--- config.mk ---
export PLATFORM = sky130hd
export DESIGN_NAME = bcd_str_seq
export DESIGN_NICKNAME = d
export VERILOG_FILES = /design/src/rtl/bcd_seq_pkg.sv /design/src/rtl/bcd_seq_ctrl.sv /design/src/rtl/bcd_seq_dp.sv /design/src/rtl/bcd_str_seq.sv
export SDC_FILE = /design/constraint.sdc
export NUM_CORES = 1
export LEC_CHECK = 0
export ABC_AREA = 1
export BUFFER_PORTS_ARGS = -buffer_cell sky130_fd_sc_hd__buf_2
export CAP_MARGIN = 40
export CORE_MARGIN = 2
export CORE_UTILIZATION = 58
export DETAILED_ROUTE_END_ITERATION = 16
export GPL_ROUTABILITY_DRIVEN = 0
export HOLD_SLACK_MARGIN = 0.15
export PLACE_DENSITY = 0.81
export REMOVE_ABC_BUFFERS = 1
export SLEW_MARGIN = 20
export SYNTH_ARGS = -nofsm -noshare
export SYNTH_HDL_FRONTEND = slang
export SYNTH_HIERARCHICAL = 1
export SYNTH_SLANG_ARGS = --single-unit
--- constraint.sdc ---
create_clock -name clk -period 6.1 [get_ports clk]
set_clock_uncertainty 0.15 [all_clocks]
set_input_delay 0.915 -clock clk [delete_from_list [all_inputs] [get_ports clk]]
set_output_delay 0.915 -clock clk [all_outputs]
set_load 0.02 [all_outputs]
--- src/rtl/bcd_seq_pkg.sv ---
package bcd_seq_pkg;

  typedef enum logic [1:0] {
    S_IDLE = 2'd0,
    S_RUN  = 2'd1,
    S_DONE = 2'd2
  } seqState_t;

  // Strobes from control to datapath
  typedef struct packed {
    logic load;    // accept start: latch bases, clear carry
    logic capSrc;  // capture source byte (end of T3)
    logic capDst;  // capture destination byte (end of T3)
    logic commit;  // end of write T4: keep carry, step offsets
    logic selDst;  // address mux: destination offset
  } seqCtrl_t;

endpackage

--- src/rtl/bcd_seq_ctrl.sv ---
module bcd_seq_ctrl
  import bcd_seq_pkg::*;
#(
  parameter int CNT_W    = 16,
  parameter int XFER_LEN = 4,
  parameter int GAP_SRC  = 3,
  parameter int GAP_DST  = 5,
  parameter int GAP_WR   = 2
) (
  input  logic       clk,
  input  logic       rstN,
  input  logic       start,
  input  logic [7:0] digitCount,
  output seqCtrl_t   ctl,
  output logic       busReq,
  output logic       busWrite,
  output logic       busSeg,
  output logic       busStrobe,
  output logic       busy,
  output logic       done
);

  localparam int SRC_T1   = 0;
  localparam int DST_T1   = SRC_T1 + XFER_LEN + GAP_SRC;
  localparam int WR_T1    = DST_T1 + XFER_LEN + GAP_DST;
  localparam int ITER_LEN = WR_T1 + XFER_LEN + GAP_WR;
  localparam int SLOT_W   = $clog2(ITER_LEN);
  localparam logic [SLOT_W-1:0] SLOT_LAST = SLOT_W'(ITER_LEN - 1);
  localparam logic [SLOT_W-1:0] SLOT_WRT4 = SLOT_W'(WR_T1 + XFER_LEN - 1);

  seqState_t          state;
  logic [SLOT_W-1:0]  slot;
  logic [CNT_W-1:0]   cnt;
  logic [7:0]         cntSum8;
  logic [7:0]         cntLoad8;
  logic               running;
  logic               inSrc, inDst, inWr;
  logic [SLOT_W-1:0]  tIdx;

  // Byte count in 8-bit arithmetic; wraps for a digit count of 255
  always_comb begin
    cntSum8  = digitCount + 8'd1;
    cntLoad8 = cntSum8 >> 1;
  end

  always_ff @(posedge clk) begin
    if (!rstN) begin
      state <= S_IDLE;
      slot  <= '0;
      cnt   <= '0;
    end else begin
      case (state)
        S_IDLE: begin
          if (start) begin
            state <= S_RUN;
            slot  <= '0;
            cnt   <= CNT_W'(cntLoad8);
          end
        end
        S_RUN: begin
          if (slot == SLOT_WRT4) begin
            cnt <= cnt - 1'b1;  // decrement, then test
            if (cnt == CNT_W'(1)) state <= S_DONE;
            slot <= slot + 1'b1;
          end else if (slot == SLOT_LAST) begin
            slot <= '0;
          end else begin
            slot <= slot + 1'b1;
          end
        end
        S_DONE:  state <= S_IDLE;
        default: state <= S_IDLE;
      endcase
    end
  end

  always_comb begin
    running = (state == S_RUN);
    inSrc   = running && (slot < SLOT_W'(SRC_T1 + XFER_LEN));
    inDst   = running && (slot >= SLOT_W'(DST_T1)) && (slot < SLOT_W'(DST_T1 + XFER_LEN));
    inWr    = running && (slot >= SLOT_W'(WR_T1))  && (slot < SLOT_W'(WR_T1 + XFER_LEN));
    if (inSrc)      tIdx = slot - SLOT_W'(SRC_T1);
    else if (inDst) tIdx = slot - SLOT_W'(DST_T1);
    else            tIdx = slot - SLOT_W'(WR_T1);
    busReq     = inSrc || inDst || inWr;
    busStrobe  = busReq && (tIdx == SLOT_W'(1) || tIdx == SLOT_W'(2));
    busWrite   = inWr;
    busSeg     = inDst || inWr;
    busy       = (state != S_IDLE);
    done       = (state == S_DONE);
    ctl.load   = (state == S_IDLE) && start;
    ctl.capSrc = inSrc && (tIdx == SLOT_W'(2));
    ctl.capDst = inDst && (tIdx == SLOT_W'(2));
    ctl.commit = inWr && (tIdx == SLOT_W'(XFER_LEN - 1));
    ctl.selDst = inDst || inWr;
  end

  p_released_r1: assert property (@(posedge clk) disable iff (!rstN)
    !busy |-> (!busReq && !busStrobe));

  p_cnt_step_r3: assert property (@(posedge clk) disable iff (!rstN)
    ctl.commit |=> (cnt == $past(cnt) - 1'b1));

  p_write_seg_r4: assert property (@(posedge clk) disable iff (!rstN)
    busWrite |-> busSeg);

  p_strobe_req_r5: assert property (@(posedge clk) disable iff (!rstN)
    busStrobe |-> busReq);

  p_req_hold_r5: assert property (@(posedge clk) disable iff (!rstN)
    $rose(busReq) |=> busReq);

  p_done_pulse_r8: assert property (@(posedge clk) disable iff (!rstN)
    done |=> (!done && !busy));

  p_busy_start_r9: assert property (@(posedge clk) disable iff (!rstN)
    (running && start && !ctl.commit) |=> (cnt == $past(cnt)));

endmodule

--- src/rtl/bcd_seq_dp.sv ---
module bcd_seq_dp
  import bcd_seq_pkg::*;
#(
  parameter int ADDR_W = 16,
  parameter int DIGITS = 2
) (
  input  logic              clk,
  input  logic              rstN,
  input  seqCtrl_t          ctl,
  input  logic [ADDR_W-1:0] srcBase,
  input  logic [ADDR_W-1:0] dstBase,
  input  logic [4*DIGITS-1:0] busRData,
  output logic [ADDR_W-1:0] busAddr,
  output logic [4*DIGITS-1:0] busWData
);

  localparam int BYTE_W = 4 * DIGITS;

  logic [ADDR_W-1:0] srcOff, dstOff;
  logic [BYTE_W-1:0] srcByte, dstByte;
  logic              carry;
  logic [DIGITS:0]   digCarry;
  logic [BYTE_W-1:0] sumByte;

  assign digCarry[0] = carry;

  // Digit-serial decimal adder, one stage per nibble
  for (genvar g = 0; g < DIGITS; g++) begin : g_digit
    logic [4:0] raw;
    logic       adj;
    logic [4:0] fixed;
    always_comb begin
      raw   = {1'b0, srcByte[4*g +: 4]} + {1'b0, dstByte[4*g +: 4]} + {4'd0, digCarry[g]};
      adj   = (raw > 5'd9);
      fixed = adj ? (raw + 5'd6) : raw;
    end
    assign sumByte[4*g +: 4] = fixed[3:0];
    assign digCarry[g+1]     = adj;
  end

  always_ff @(posedge clk) begin
    if (!rstN) begin
      srcOff  <= '0;
      dstOff  <= '0;
      srcByte <= '0;
      dstByte <= '0;
      carry   <= 1'b0;
    end else begin
      if (ctl.load) begin
        srcOff <= srcBase;
        dstOff <= dstBase;
        carry  <= 1'b0;
      end
      if (ctl.capSrc) srcByte <= busRData;
      if (ctl.capDst) dstByte <= busRData;
      if (ctl.commit) begin
        carry  <= digCarry[DIGITS];
        srcOff <= srcOff + 1'b1;
        dstOff <= dstOff + 1'b1;
      end
    end
  end

  assign busAddr  = ctl.selDst ? dstOff : srcOff;
  assign busWData = sumByte;

  p_off_step_r6: assert property (@(posedge clk) disable iff (!rstN)
    ctl.commit |=> (srcOff == $past(srcOff) + 1'b1) && (dstOff == $past(dstOff) + 1'b1));

  p_carry_clear_r7: assert property (@(posedge clk) disable iff (!rstN)
    ctl.load |=> !carry);

  p_digit_ok_r7: assert property (@(posedge clk) disable iff (!rstN)
    ctl.commit |-> (sumByte[3:0] <= 4'd9));

endmodule

--- src/rtl/bcd_str_seq.sv ---
module bcd_str_seq
  import bcd_seq_pkg::*;
#(
  parameter int CNT_W = 16
) (
  input  logic        clk,
  input  logic        rstN,
  input  logic        start,
  input  logic [7:0]  digitCount,
  input  logic [15:0] srcBase,
  input  logic [15:0] dstBase,
  output logic        busReq,
  output logic        busWrite,
  output logic        busSeg,
  output logic        busStrobe,
  output logic [15:0] busAddr,
  output logic [7:0]  busWData,
  input  logic [7:0]  busRData,
  output logic        busy,
  output logic        done
);

  seqCtrl_t ctl;

  bcd_seq_ctrl #(.CNT_W(CNT_W)) u_ctrl (
    .clk        (clk),
    .rstN       (rstN),
    .start      (start),
    .digitCount (digitCount),
    .ctl        (ctl),
    .busReq     (busReq),
    .busWrite   (busWrite),
    .busSeg     (busSeg),
    .busStrobe  (busStrobe),
    .busy       (busy),
    .done       (done)
  );

  bcd_seq_dp #(.ADDR_W(16), .DIGITS(2)) u_dp (
    .clk      (clk),
    .rstN     (rstN),
    .ctl      (ctl),
    .srcBase  (srcBase),
    .dstBase  (dstBase),
    .busRData (busRData),
    .busAddr  (busAddr),
    .busWData (busWData)
  );

endmodule

Word-level counts from Yosys, hierarchy flattened

Index checks and enable logic that the tools add are counted.

Register bits: 72
Output and inout bits: 30
Word-level logic and storage cells: 82

Add/subtract/negate cells: 13
$lt $le $gt $ge: 7
Equality and inequality tests: 11
Muxes and demuxes: 22
Reduce and logical (&&, ||, !) cells: 21

Operators with widths:

| cell                                                | number |
|---|---|
| 2-to-1 mux 16 bit                                   | 7 |
| adder 16 x 1 -> 16 bit, second input constant       | 2 |
| case mux 16 bit (2 select lines)                    | 1 |
| 2-to-1 mux 5 bit                                    | 5 |
| == test 16 x 1 -> 1 bit, second input constant      | 1 |
| subtractor 16 x 1 -> 16 bit, second input constant  | 1 |
| adder 4 x 4 -> 5 bit                                | 2 |
| adder 5 x 1 -> 5 bit                                | 2 |
| == test 5 x 2 -> 1 bit, second input constant       | 2 |
| == test 5 bit, second input constant                | 2 |
| > comparator 5 x 4 -> 1 bit, second input constant  | 2 |
| logical AND 1 bit                                   | 10 |
| case mux 5 bit (2 select lines)                     | 1 |
| adder 4 x 3 -> 4 bit, second input constant         | 2 |
| adder 8 x 1 -> 8 bit, second input constant         | 1 |
| 2-to-1 mux 4 bit                                    | 2 |
| 2-to-1 mux 2 bit                                    | 3 |
| inequality test 2 bit, second input constant        | 3 |
| AND reduction 3 bit                                 | 2 |
| nonzero test 2 bit                                  | 3 |
| adder 5 x 1 -> 5 bit, second input constant         | 1 |
| == test 5 x 1 -> 1 bit, second input constant       | 1 |
| >= comparator 5 x 3 -> 1 bit, second input constant | 1 |
| >= comparator 5 bit, second input constant          | 1 |
| other kinds (12)                                    | 16 |

Longest topological paths before layout

Word-level depth: 8
Depth in mapped cells: 25

Modules after synthesis

The synthesis kept the hierarchy.

Modules (own cells, without submodules):

| module       | times used | cells each | area an instance (um2) | sequential area each (um2) |
|---|---|---|---|---|
| bcd_seq_dp   | 1          | 550        | 3479.6                 | 980.9 |
| bcd_seq_ctrl | 1          | 277        | 1734.2                 | 460.4 |

Worst setup path before layout

OpenSTA, ideal clock, no wires.

Kind: reg-to-output
Start: register u_dp.srcByte[0]
End: output busWData[6]
Arrival time: 3891 ps
Path slack: 1144 ps
Cell stages (with the launch flop): 21
Buffers on the path: 0
Cell sequence: dfxtp_1 -> fa_1 -> fa_1 -> xnor2_1 -> ha_1 -> a21oi_1 -> a31oi_1 -> nand2_1 -> nand2_2 -> inv_1 -> fa_1 -> inv_1 -> fa_1 -> inv_1 -> ha_1 -> inv_1 -> nand2_1 -> inv_1 -> nand2_1 -> nand2_2 -> o21ai_0

Word-level cells in the longest chain between the ends: 6
Elaborated cells on any way between the ends: 7
Those cells by class: add/sub: 4; order compare: 2; mux: 1

RTL lines:

| item                                                                | RTL line                           | text |
|---|---|---|
| from (decl)                                                         | bcd_seq_dp.sv:20                   | `logic [BYTE_W-1:0] srcByte, dstByte;` |
| from (signal assigned)                                              | bcd_seq_dp.sv:54                   | `if (ctl.capSrc) srcByte <= busRData;` |
| adder 4 x 4 -> 5 bit (*)                                            | bcd_seq_dp.sv:33                   | `raw = {1'b0, srcByte[4*g +: 4]} + {1'b0, dstByte[4*g +: 4]} + {4'd0, digCarry[g]};` |
| adder 5 x 1 -> 5 bit (*)                                            | bcd_seq_dp.sv:33                   |  |
| > comparator 5 x 4 -> 1 bit (*)                                     | bcd_seq_dp.sv:34                   | `adj = (raw > 5'd9);` |
| adder 5 x 1 -> 5 bit (*)                                            | bcd_seq_dp.sv:33                   |  |
| adder 4 x 3 -> 4 bit or > comparator 5 x 4 -> 1 bit (tied branches) | bcd_seq_dp.sv:35, bcd_seq_dp.sv:34 |  |
| 2-to-1 mux 4 bit (*)                                                | bcd_seq_dp.sv:35                   | `fixed = adj ? (raw + 5'd6) : raw;` |
| to (decl)                                                           | bcd_str_seq.sv:17                  | `output logic [7:0] busWData,` |

Mark *: on every way between the ends. The rest lies on a longest branch, timed or not.

Worst setup path after layout

Start: register u_dp.srcByte[0]
End: output busWData[7]

Same word-level chain as after synthesis.

==> impl_metrics.env <==
export IMPL_ys_flop_type="dfxtp_1"
export IMPL_drc_errors=0
export IMPL_numCtsBuffers=9
export IMPL_p_per_area_mw_per_mm2=203
export IMPL_vdd_drop_max_uv=129
export IMPL_critPathMaxFanout=6
export IMPL_cap_violations=0
export IMPL_insertion_delay_ns=0.35
export IMPL_grt_pass1_vias=5085
export IMPL_max_slew_margin_rel=0.564
export IMPL_slowest_stage="fa_1"
export IMPL_ant_nets=0
export IMPL_grt_usage=0.281
export IMPL_hold_class="reg2reg"
export IMPL_num_antenna_cells=0
export IMPL_cts_root_buf="clkbuf_8"
export IMPL_cts_tree="done"
export IMPL_finalMaxSlewViolations=0
export IMPL_critPathRequiredTime_ns=5.03
export IMPL_grt_ovfl_total=0
export IMPL_crit_family="adder cells"
export IMPL_period_minus_slack_ns=5.60
export IMPL_highest_layer="met4"
export IMPL_max_freq_ghz=0.179
export IMPL_startpoint="u_dp/srcByte[0]"
export IMPL_rsz0062_at_grt="false"
export IMPL_start_util=0.598
export IMPL_ioPinCount=81
export IMPL_finalHoldViolations=0
export IMPL_drtIter0Drc=227
export IMPL_wl_met1_mm=5.78
export IMPL_wl_met3_um=887
export IMPL_fin_crit_sh=0.918
export IMPL_grt_max_degree=35
export IMPL_yosysWarningCount=6
export IMPL_num_rows=34
export IMPL_die_height_um=98.8
export IMPL_synth_edf_count=0
export IMPL_ys_seq_area_frac=0.276
export IMPL_die_x_um=98.8
export IMPL_stdcell_area_mm2=0.00580
export IMPL_h_tree_depth=3
export IMPL_die_area_mm2=0.00976
export IMPL_dp_hpwl_mm=9.90
export IMPL_netlist_instances=827
export IMPL_path_class="reg2out"
export IMPL_drt_pass1_iterations=4
export IMPL_grt_first_pass_wirelength_mm=22.7
export IMPL_path_clk_slew_ns=0.07
export IMPL_core_mm2=0.00872
export IMPL_slowest_delay_ns=0.46
export IMPL_critPathCaptureType="output pin"
export IMPL_portBuffers=80
export IMPL_cts_buffer_depth=2
export IMPL_placed_area_mm2=0.00563
export IMPL_synth_area_mm2=0.00521
export IMPL_synth_distinct_cells=45
export IMPL_cp_common_cell="nand2_1"
export IMPL_clock_sinks=72
export IMPL_ctsResizeCount=0
export IMPL_grt_antenna_before_repair=0
export IMPL_syn_area_per_cell_um2=6.30
export IMPL_postCtsSetupBuffers=0
export IMPL_avgViaCountPerCell=5.45
export IMPL_crit_arrival_ns=4.54
export IMPL_hp_start="u_dp/srcOff[15]"
export IMPL_p_leak_nw=2.72
export IMPL_tightest_slew_ns=0.647
export IMPL_hold_buffers=0
export IMPL_fin_cells=1006
export IMPL_path_buf_inv=7
export IMPL_met2_length_mm=6.44
export IMPL_r2r_start="u_dp/srcByte[0]"
export IMPL_hold_depth=2
export IMPL_start_kind="flop"
export IMPL_syn2layout_area_growth_pct=11.2
export IMPL_fin_tns_setup_ns=0
export IMPL_drive_gt1_frac=0.169
export IMPL_wl_mm=13.4
export IMPL_vias=5486
export IMPL_status="complete, no violations"
export IMPL_async_flop_share=0
export IMPL_synth_seq_cells=72
export IMPL_routedWlPerCell_um=13.3
export IMPL_fin_nets=966
export IMPL_cp_depth=26
export IMPL_setup_viol_count_final=0
export IMPL_rr_worst_depth=24
export IMPL_post_place_cells=991
## per-layer routing
layer  vias to the layer above  global-route usage
met1                      2469               0.360
met3                        27              0.0539
met5                         -                   0
met4                         0               0.101
li1                       2807                   -
met2                       183               0.470
## cells in the final DEF, fill, tap and decap left out, drive strengths merged, types with 2 or more instances in the layout
cell type  instances
nand2            250
nor2             119
inv               90
buf               84
dfxtp             72
nand3             61
o21ai             61
a21oi             47
nand4             18
ha                16
clkbuf            13
nor3              12
xor2              11
a31oi              8
o211ai             7
fa                 4
clkinv             4
xnor2              3
mux2               3
or2                3
o21bai             2
a41oi              2
a211oi             2
a21o               2
## worst reg2reg max path, stage by stage, from the launching register on
cell and delay (ns):
dfxtp_1 0.33, fa_1 0.46, fa_1 0.42, xnor2_1 0.34
ha_1 0.23, inv_1 0.06, a21oi_1 0.12, a31oi_1 0.05
nand2_1 0.15, nand2_2 0.10, inv_1 0.09, fa_1 0.16
inv_1 0.06, fa_1 0.38, inv_1 0.09, nand2_1 0.06
and2_1 0.15, ha_1 0.20, inv_1 0.08, nand2_1 0.06
inv_1 0.05, nand2_1 0.06, nand2_2 0.12, nand2_1 0.09
a21oi_1 0.15
## through the flow
stage          utilization  worst slack (ns)  hold slack [ns]  total power [mW]
2_1_floorplan            -              1.14            0.307             0.763
3_3_place_gp         0.643              1.16            0.317             0.845
3_5_place_dp         0.646             0.931            0.322             0.858
4_1_cts              0.663             0.535            0.336              1.18
5_1_grt              0.665             0.180            0.359              1.25
6_report             0.665             0.498            0.333              1.18
## path summary, 6_finish.rpt
kind,to,slack (ns)
worst min register to register,u_dp/srcOff[15],0.33
worst max-delay path,busWData[7],0.50
worst max register to register,u_dp/carry,1.82
worst min-delay path,u_dp/srcOff[15],0.33
## registers in the layout, summed over array words and instances (netlist names)
signal and count:
u_ctrl/state 2, u_dp/dstOff 16, u_ctrl/slot 5, u_dp/carry 1, u_ctrl/cnt 16, u_dp/srcOff 16
u_dp/srcByte 8, u_dp/dstByte 8
## final cells by class
class	instances	area, um2
multi-input cells	635	3260
fillers	794	2920
flip-flops and latches	72	1440
repair buffers	84	445
inverters	93	359
clock buffers	13	149
well taps	108	135
clock inverters	1	5.00
## synthesized netlist by cell type (all sizes together) (2+ instances only)
| cell type | instances | area share |
|---|---|---|
| o211ai | 7 | 0.010 |
| o21bai | 2 | 0.0029 |
| a211oi | 2 | 0.0029 |
| or2 | 3 | 0.0041 |
| a31oi | 8 | 0.0096 |
| inv | 90 | 0.067 |
| fa | 4 | 0.015 |
| clkinv | 3 | 0.0022 |
| nor2 | 119 | 0.10 |
| xnor2 | 3 | 0.0050 |
| ha | 16 | 0.038 |
| nand3 | 61 | 0.060 |
| mux2 | 3 | 0.0065 |
| nand4 | 18 | 0.022 |
| o21ai | 61 | 0.061 |
| nand2 | 250 | 0.19 |
| a41oi | 2 | 0.0034 |
| a21oi | 47 | 0.047 |
| a21o | 2 | 0.0029 |
| buf | 20 | 0.024 |
| clkbuf | 7 | 0.0050 |
| dfxtp | 72 | 0.28 |
| nor3 | 12 | 0.016 |
| xor2 | 11 | 0.018 |
## logic make-up after synthesis
| kind of cell | after synthesis | share of synthesized area |
|---|---|---|
| compound gates | 132 | 0.141 |
| xor+xnor | 14 | 0.0235 |
| fa+ha+maj | 20 | 0.0538 |
| buf+inv | 120 | 0.0984 |
| flops | 72 | 0.276 |
| mux | 3 | 0.00648 |
| simple gates | 466 | 0.400 |
## where the power goes
group | leakage (nW) | internal [mW] | total (mW) | switching [mW]
combinational | 2.05 | 0.107 | 0.304 | 0.197
clock | 0.0794 | 0.154 | 0.325 | 0.170
sequential | 0.588 | 0.504 | 0.549 | 0.0446
total | 2.72 | 0.766 | 1.18 | 0.412
Power figures use the tool's default switching activity.
